==> src/rtl/ccr_pkg.sv <==
package ccr_pkg;

    localparam int WORD_W = 16;
    localparam int ADDR_W = 3;
    localparam int IDX_W  = 4;
    localparam int DATA_W = 8;
    localparam int SMP_W  = WORD_W - 1 - ADDR_W;

    typedef enum logic [1:0] {
        MODE_PROG  = 2'd0,
        MODE_DATA  = 2'd1,
        MODE_MIXED = 2'd2
    } mode_e;

    typedef struct packed {
        logic              vld;
        logic [WORD_W-1:0] word;
        logic              wr_en;
        logic [IDX_W-1:0]  wr_idx;
        logic [DATA_W-1:0] wr_data;
    } out_s;

endpackage

==> src/rtl/ccr_decode.sv <==
module ccr_decode
    import ccr_pkg::*;
#(
    parameter int NUM_REGS = 6
) (
    input  mode_e             mode,
    input  logic              in_valid,
    input  logic [WORD_W-1:0] in_word,
    input  logic [ADDR_W-1:0] chain_pos,
    input  logic [SMP_W-1:0]  sample_in,
    output out_s              nxt_d
);

    localparam int             ADDR_LSB  = WORD_W - 1 - ADDR_W;
    localparam logic [IDX_W:0] IDX_LIMIT = (IDX_W+1)'(NUM_REGS);

    logic              flag;
    logic [ADDR_W-1:0] addr;
    logic [IDX_W-1:0]  idx;
    logic [DATA_W-1:0] dat;
    logic              is_ctrl;
    logic              for_me;
    logic              idx_ok;
    logic [WORD_W-1:0] local_word;
    logic [WORD_W-1:0] fwd_word;

    always_comb begin
        flag   = in_word[WORD_W-1];
        addr   = in_word[ADDR_LSB +: ADDR_W];
        idx    = in_word[DATA_W +: IDX_W];
        dat    = in_word[DATA_W-1:0];

        // which words count as control in each mode
        case (mode)
            MODE_PROG:  is_ctrl = 1'b1;
            MODE_MIXED: is_ctrl = flag;
            default:    is_ctrl = 1'b0;
        endcase

        for_me = (addr == '0);
        idx_ok = ({1'b0, idx} < IDX_LIMIT);

        local_word = (mode == MODE_PROG) ? '0 : {1'b0, chain_pos, sample_in};
        fwd_word   = {flag, addr - ADDR_W'(1), in_word[ADDR_LSB-1:0]};

        nxt_d = '0;
        if (in_valid) begin
            nxt_d.vld  = 1'b1;
            nxt_d.word = (is_ctrl && !for_me) ? fwd_word : local_word;
            if (is_ctrl && for_me && idx_ok) begin
                nxt_d.wr_en   = 1'b1;
                nxt_d.wr_idx  = idx;
                nxt_d.wr_data = dat;
            end
        end
    end

endmodule

==> src/rtl/ccr_mode_fsm.sv <==
module ccr_mode_fsm
    import ccr_pkg::*;
(
    input  logic             clk,
    input  logic             rst,
    input  logic             wr_en,
    input  logic [IDX_W-1:0] wr_idx,
    input  logic [1:0]       wr_bits,
    output mode_e            mode_q
);

    mode_e mode_d;

    always_comb begin
        mode_d = mode_q;
        if (wr_en && (wr_idx == '0) && (mode_q != MODE_DATA)) begin
            if (!wr_bits[0])
                mode_d = MODE_PROG;
            else if (wr_bits[1])
                mode_d = MODE_MIXED;
            else
                mode_d = MODE_DATA;
        end
    end

    always_ff @(posedge clk) begin
        if (rst)
            mode_q <= MODE_PROG;
        else
            mode_q <= mode_d;
    end

    AST_DATA_IS_FINAL: assert property (@(posedge clk) disable iff (rst)
        (mode_q == MODE_DATA) |=> (mode_q == MODE_DATA));

    AST_MODE_NEEDS_REG0_WRITE: assert property (@(posedge clk) disable iff (rst)
        !(wr_en && (wr_idx == '0)) |=> $stable(mode_q));

endmodule

==> src/rtl/ccr_router.sv <==
module ccr_router
    import ccr_pkg::*;
#(
    parameter int NUM_REGS = 6
) (
    input  logic              clk,
    input  logic              rst,
    input  logic [ADDR_W-1:0] chain_pos,
    input  logic [SMP_W-1:0]  sample_in,
    input  logic              in_valid,
    input  logic [WORD_W-1:0] in_word,
    output logic              out_valid,
    output logic [WORD_W-1:0] out_word,
    output logic              reg_wr_en,
    output logic [IDX_W-1:0]  reg_wr_idx,
    output logic [DATA_W-1:0] reg_wr_data,
    output logic [1:0]        mode
);

    localparam logic [IDX_W:0] IDX_LIMIT = (IDX_W+1)'(NUM_REGS);

    mode_e mode_q;
    out_s  nxt_d;
    out_s  out_q;

    ccr_decode #(.NUM_REGS(NUM_REGS)) u_decode (
        .mode      (mode_q),
        .in_valid  (in_valid),
        .in_word   (in_word),
        .chain_pos (chain_pos),
        .sample_in (sample_in),
        .nxt_d     (nxt_d)
    );

    ccr_mode_fsm u_mode (
        .clk     (clk),
        .rst     (rst),
        .wr_en   (nxt_d.wr_en),
        .wr_idx  (nxt_d.wr_idx),
        .wr_bits (nxt_d.wr_data[1:0]),
        .mode_q  (mode_q)
    );

    always_ff @(posedge clk) begin
        if (rst)
            out_q <= '0;
        else
            out_q <= nxt_d;
    end

    assign out_valid   = out_q.vld;
    assign out_word    = out_q.word;
    assign reg_wr_en   = out_q.wr_en;
    assign reg_wr_idx  = out_q.wr_idx;
    assign reg_wr_data = out_q.wr_data;
    assign mode        = mode_q;

    AST_OUT_FOLLOWS_IN: assert property (@(posedge clk) disable iff (rst)
        in_valid |=> out_valid);

    AST_NO_SPURIOUS_OUT: assert property (@(posedge clk) disable iff (rst)
        !in_valid |=> !out_valid);

    AST_WR_WITH_OUT: assert property (@(posedge clk) disable iff (rst)
        reg_wr_en |-> out_valid);

    AST_WR_IDX_IMPLEMENTED: assert property (@(posedge clk) disable iff (rst)
        reg_wr_en |-> ({1'b0, reg_wr_idx} < IDX_LIMIT));

    AST_DATA_NO_WRITE: assert property (@(posedge clk) disable iff (rst)
        ((mode_q == MODE_DATA) && $past(mode_q == MODE_DATA)) |-> !reg_wr_en);

    AST_MIXED_LOCAL_MSB: assert property (@(posedge clk) disable iff (rst)
        (in_valid && (mode_q == MODE_MIXED) && !in_word[WORD_W-1])
        |=> !out_word[WORD_W-1]);

endmodule

==> config.mk <==
export PLATFORM = sky130hd
export DESIGN_NAME = ccr_router
export DESIGN_NICKNAME = d
export VERILOG_FILES = /design/src/rtl/ccr_pkg.sv /design/src/rtl/ccr_decode.sv /design/src/rtl/ccr_mode_fsm.sv /design/src/rtl/ccr_router.sv
export SDC_FILE = /design/constraint.sdc
export NUM_CORES = 1
export LEC_CHECK = 0
export BUFFER_PORTS_ARGS = -buffer_cell sky130_fd_sc_hd__buf_2
export CAP_MARGIN = 20
export CORE_ASPECT_RATIO = 1.25
export CORE_UTILIZATION = 30
export CTS_CLUSTER_SIZE = 24
export DETAILED_ROUTE_END_ITERATION = 6
export GPL_TIMING_DRIVEN = 0
export PLACE_DENSITY = 0.63
export SLEW_MARGIN = 20
export SYNTH_ARGS = -nofsm -noshare
export SYNTH_HDL_FRONTEND = slang
export SYNTH_HIERARCHICAL = 1
export SYNTH_SLANG_ARGS = --single-unit
==> constraint.sdc <==
create_clock -name clk -period 4.2 [get_ports clk]
set_input_delay 0.84 -clock clk [delete_from_list [all_inputs] [get_ports clk]]
set_output_delay 0.84 -clock clk [all_outputs]
set_load 0.02 [all_outputs]
==> results by group <==
Detailed routing
  – Vias/cell: around 4.2
  – 1st-iter DRT viols: 25
  – Via count: approximately 1200
  – Total routed wirelength: approximately 3.4 mm
  – WL/cell: about 12 um
  – Post-route ant nets: 0
  – Residual DRC: 0
  – First-pass DRT Iterations: 4

STA
  – Final-report max-slew violation count: 0
  – Crit share post-route: approximately 68%
  – Setup violators final: 0
  – Worst Tran Pin Value: ~540 ps
  – Fin. Hold Viols: 0
  – Layout Skew: between 2 and 3 ps
  – Min Tclk post-route: approximately 2800 ps
  – Final TNS setup: 0 ps
  – Fmax: roughly 350 MHz
  – Unrepaired setup endpoints after global routing: no
  – Rel. slew slack: around 64%

Pwr
  – Clock network fraction of design power: between 30 and 40%
  – Power Total: 633 uW
  – PwrDens: about 310 mW/mm^2
  – Pleak: 0.00101 uW
  – Internal: around 480 uW
  – Sequential share of power: between 40% and 50%
  – Sw Pwr: ~150 uW
  – Combinational Power Share: 12.9%
  – Switching fraction of total power: between 20% and 30%
  – Peak supply drop: between 0.0001 and 0.00015 V

Logic synthesis
  – Distinct cells, synth: 29
  – Synth async-reset ratio: 0%
  – Syn Area/Cell: 10.2 sq um
  – Synth Warn #: 6
  – Top cells by area, synth: dfxtp_1, nor2b_2, mux2i_1
  – Yosys reg bits: 32
  – Largest area contributor in the netlist: dfxtp_1
  – Post-synthesis sequential area ratio: approximately two fifths
  – Mapped Cells: roughly 150
  – Post-synth EDFFs: 0
  – Mapped Nets: 188
  – Prevailing post-synth register cell: dfxtp_1
  – Synthesized area: 0.00155 sq mm
  – Top-area cell type share of the netlist area: around two fifths

Placement
  – Hpwl dp: around 2.5 mm
  – Post-DP Area: approximately 0.0019 sq mm
  – GPL Wtd Cong: slightly below 0.8
  – Placed insts: about 280
  – Port Buffer Count: 64

Global routing
  – Largest net degree at the start of global routing: 12
  – Global-route wire length before repair: 5.09 mm
  – Vias in the first global route: ~1100
  – Global route total overflow: 0
  – Initial antenna violation count: 0
  – GR Util All Layers: 13.1%

Setup path
  – Worst-path maximum fanout: 11
  – Crit path launch: in_word[12]
  – Critical Path AT: slightly above 3000 ps
  – Crit path max-delay family: simple AND/OR/NAND/NOR gates
  – Reg2reg start: u_mode/mode_q[1]
  – Critical path type: in2reg
  – Crit path buf inv count: 3
  – Critical-path top delay cell: or4b_1
  – Cell Chain, Critical Path: buf_2, inv_1, ha_1, nand4bb_4, a2111oi_4, buf_6, or4b_4, or4b_1, a21oi_1
  – Crit end category: flip-flop
  – CP Launch Type: primary input
  – CP Data Required Time: approximately 4400 ps
  – CP max stage delay: approximately 500 ps

Cells and area
  – Commonest non-fill, non-tap cell in the layout: buf_2
  – Layout cells sized above 1: between 40 and 50%
  – Final net count: approximately 260
  – Antenna Diode Count: 0
  – Post-layout util: roughly 42%
  – Final Instance Count excl. Fillers: 284
  – Synth-to-layout area growth: 31.4%
  – Most frequent cells in the layout: buf_2, dfxtp_1, nand2_1, nor2b_2, mux2i_1
  – Design area: between 0.002 and 0.0025 sq mm
  – Fillers: a little over 500

Die
  – Die Footprint: ~0.0054 sq mm
  – Die X: ~66 um
  – Die Span Y: 82.2 um
  – I/O pin count: 66
  – Row count: 28
  – Core area: 0.00483 sq mm
  – Initial core utilization: a little under a third

CTS
  – CTS buffer count: 5
  – Root buffer cell: clkbuf_8
  – CTS tree: yes
  – Worst-Skew Late Latency: 280 ps
  – Clock Sink Count: 32
  – Post-cts sizing count: 0
  – Setup Fix Bufs, Post-CTS: 0
  – Worst-path clk slew: 60 ps
  – CTS Buffer Depth: 2
  – Hold_buf cts: 0
  – Clock H-tree levels: 2

Min path
  – Hold_sp: u_mode/mode_q[1]
  – Hold Path Class: reg2reg

Flow run
  – Maximum capacitance violations: 0

Run status
  – Status: completed
metrics by stage:
step	hold slack [ps]	setup slack (ps)
after floorplan	577	1340
final	541	1360
after detailed placement	535	1040
after global placement	513	1070
after CTS	547	1340
after global routing	588	1260
synth_stat cells, types with 2 or more instances:
cell,number
dfxtp_1,32
nand2_1,31
nor2b_2,24
mux2i_1,16
and2_1,11
nor2b_1,6
buf_6,5
buf_4,3
ha_1,2
inv_1,2
nand2b_1,2
layout make-up:
| type | instances | area [sq um] | area share, % |
|---|---|---|---|
| buffer | 10 | 87.6 | 4.31 |
| multi-input combinational | 108 | 810 | 39.9 |
| clock buffer | 8 | 90.1 | 4.44 |
| sequential | 32 | 641 | 31.5 |
| inverter | 2 | 7.51 | 0.370 |
| tap | 60 | 75.1 | 3.70 |
| timing repair buffer | 64 | 320 | 15.8 |
cells by family after synthesis:
| group | after synthesis | synth area share, % |
|---|---|---|
| compound gates | 4 | 2.91 |
| xor+xnor | 1 | 0.567 |
| fa+ha+maj | 2 | 1.62 |
| buf+inv | 12 | 6.15 |
| flops | 32 | 41.5 |
| mux | 16 | 10.4 |
| other cells | 1 | 0.243 |
| simple gates | 84 | 36.7 |
metal layers:
metal | global-route usage [%] | part of all wire, %
met5 | 0 | 0
met4 | 7.66 | 2.0
met3 | 3.57 | 4.8
met2 | 23.5 | 52
met1 | 13.5 | 42
power by group through the flow:
| stage | Clock [uW] | Sequential, uW | Combinational, uW |
|---|---|---|---|
| 2_1_floorplan | 0 | 331 | 38.9 |
| 3_3_place_gp | 0 | 320 | 82.0 |
| 3_5_place_dp | 0 | 320 | 82.2 |
| 4_1_cts | 250 | 313 | 82.8 |
| 5_1_grt | 264 | 313 | 89.5 |
| 6_report | 239 | 313 | 81.4 |
registers in the layout, summed over array words and instances (netlist names):
| register | cells |
|---|---|
| reg_wr_data | 8 |
| out_valid | 1 |
| reg_wr_en | 1 |
| u_mode/mode_q | 2 |
| reg_wr_idx | 4 |
| out_word | 16 |
path summary, 6_finish.rpt:
path | endpoint | slack, ps | cells past startpoint
hold / removal | u_mode/mode_q[1] | 540 | 2
setup reg to reg | u_mode/mode_q[1] | 1870 | 6
setup / recovery | u_mode/mode_q[1] | 1360 | 9
hold reg to reg | u_mode/mode_q[1] | 540 | 2
worst register-to-register path: cells and delay by family (launching register included):
kind                   cells  cell delay (ps)
AOI/OAI and AO/OA          2              530
DFF                        1              350
buffers and inverters      1              190
and+or+nand+nor            3             1190
Power figures use the tool's default switching activity.
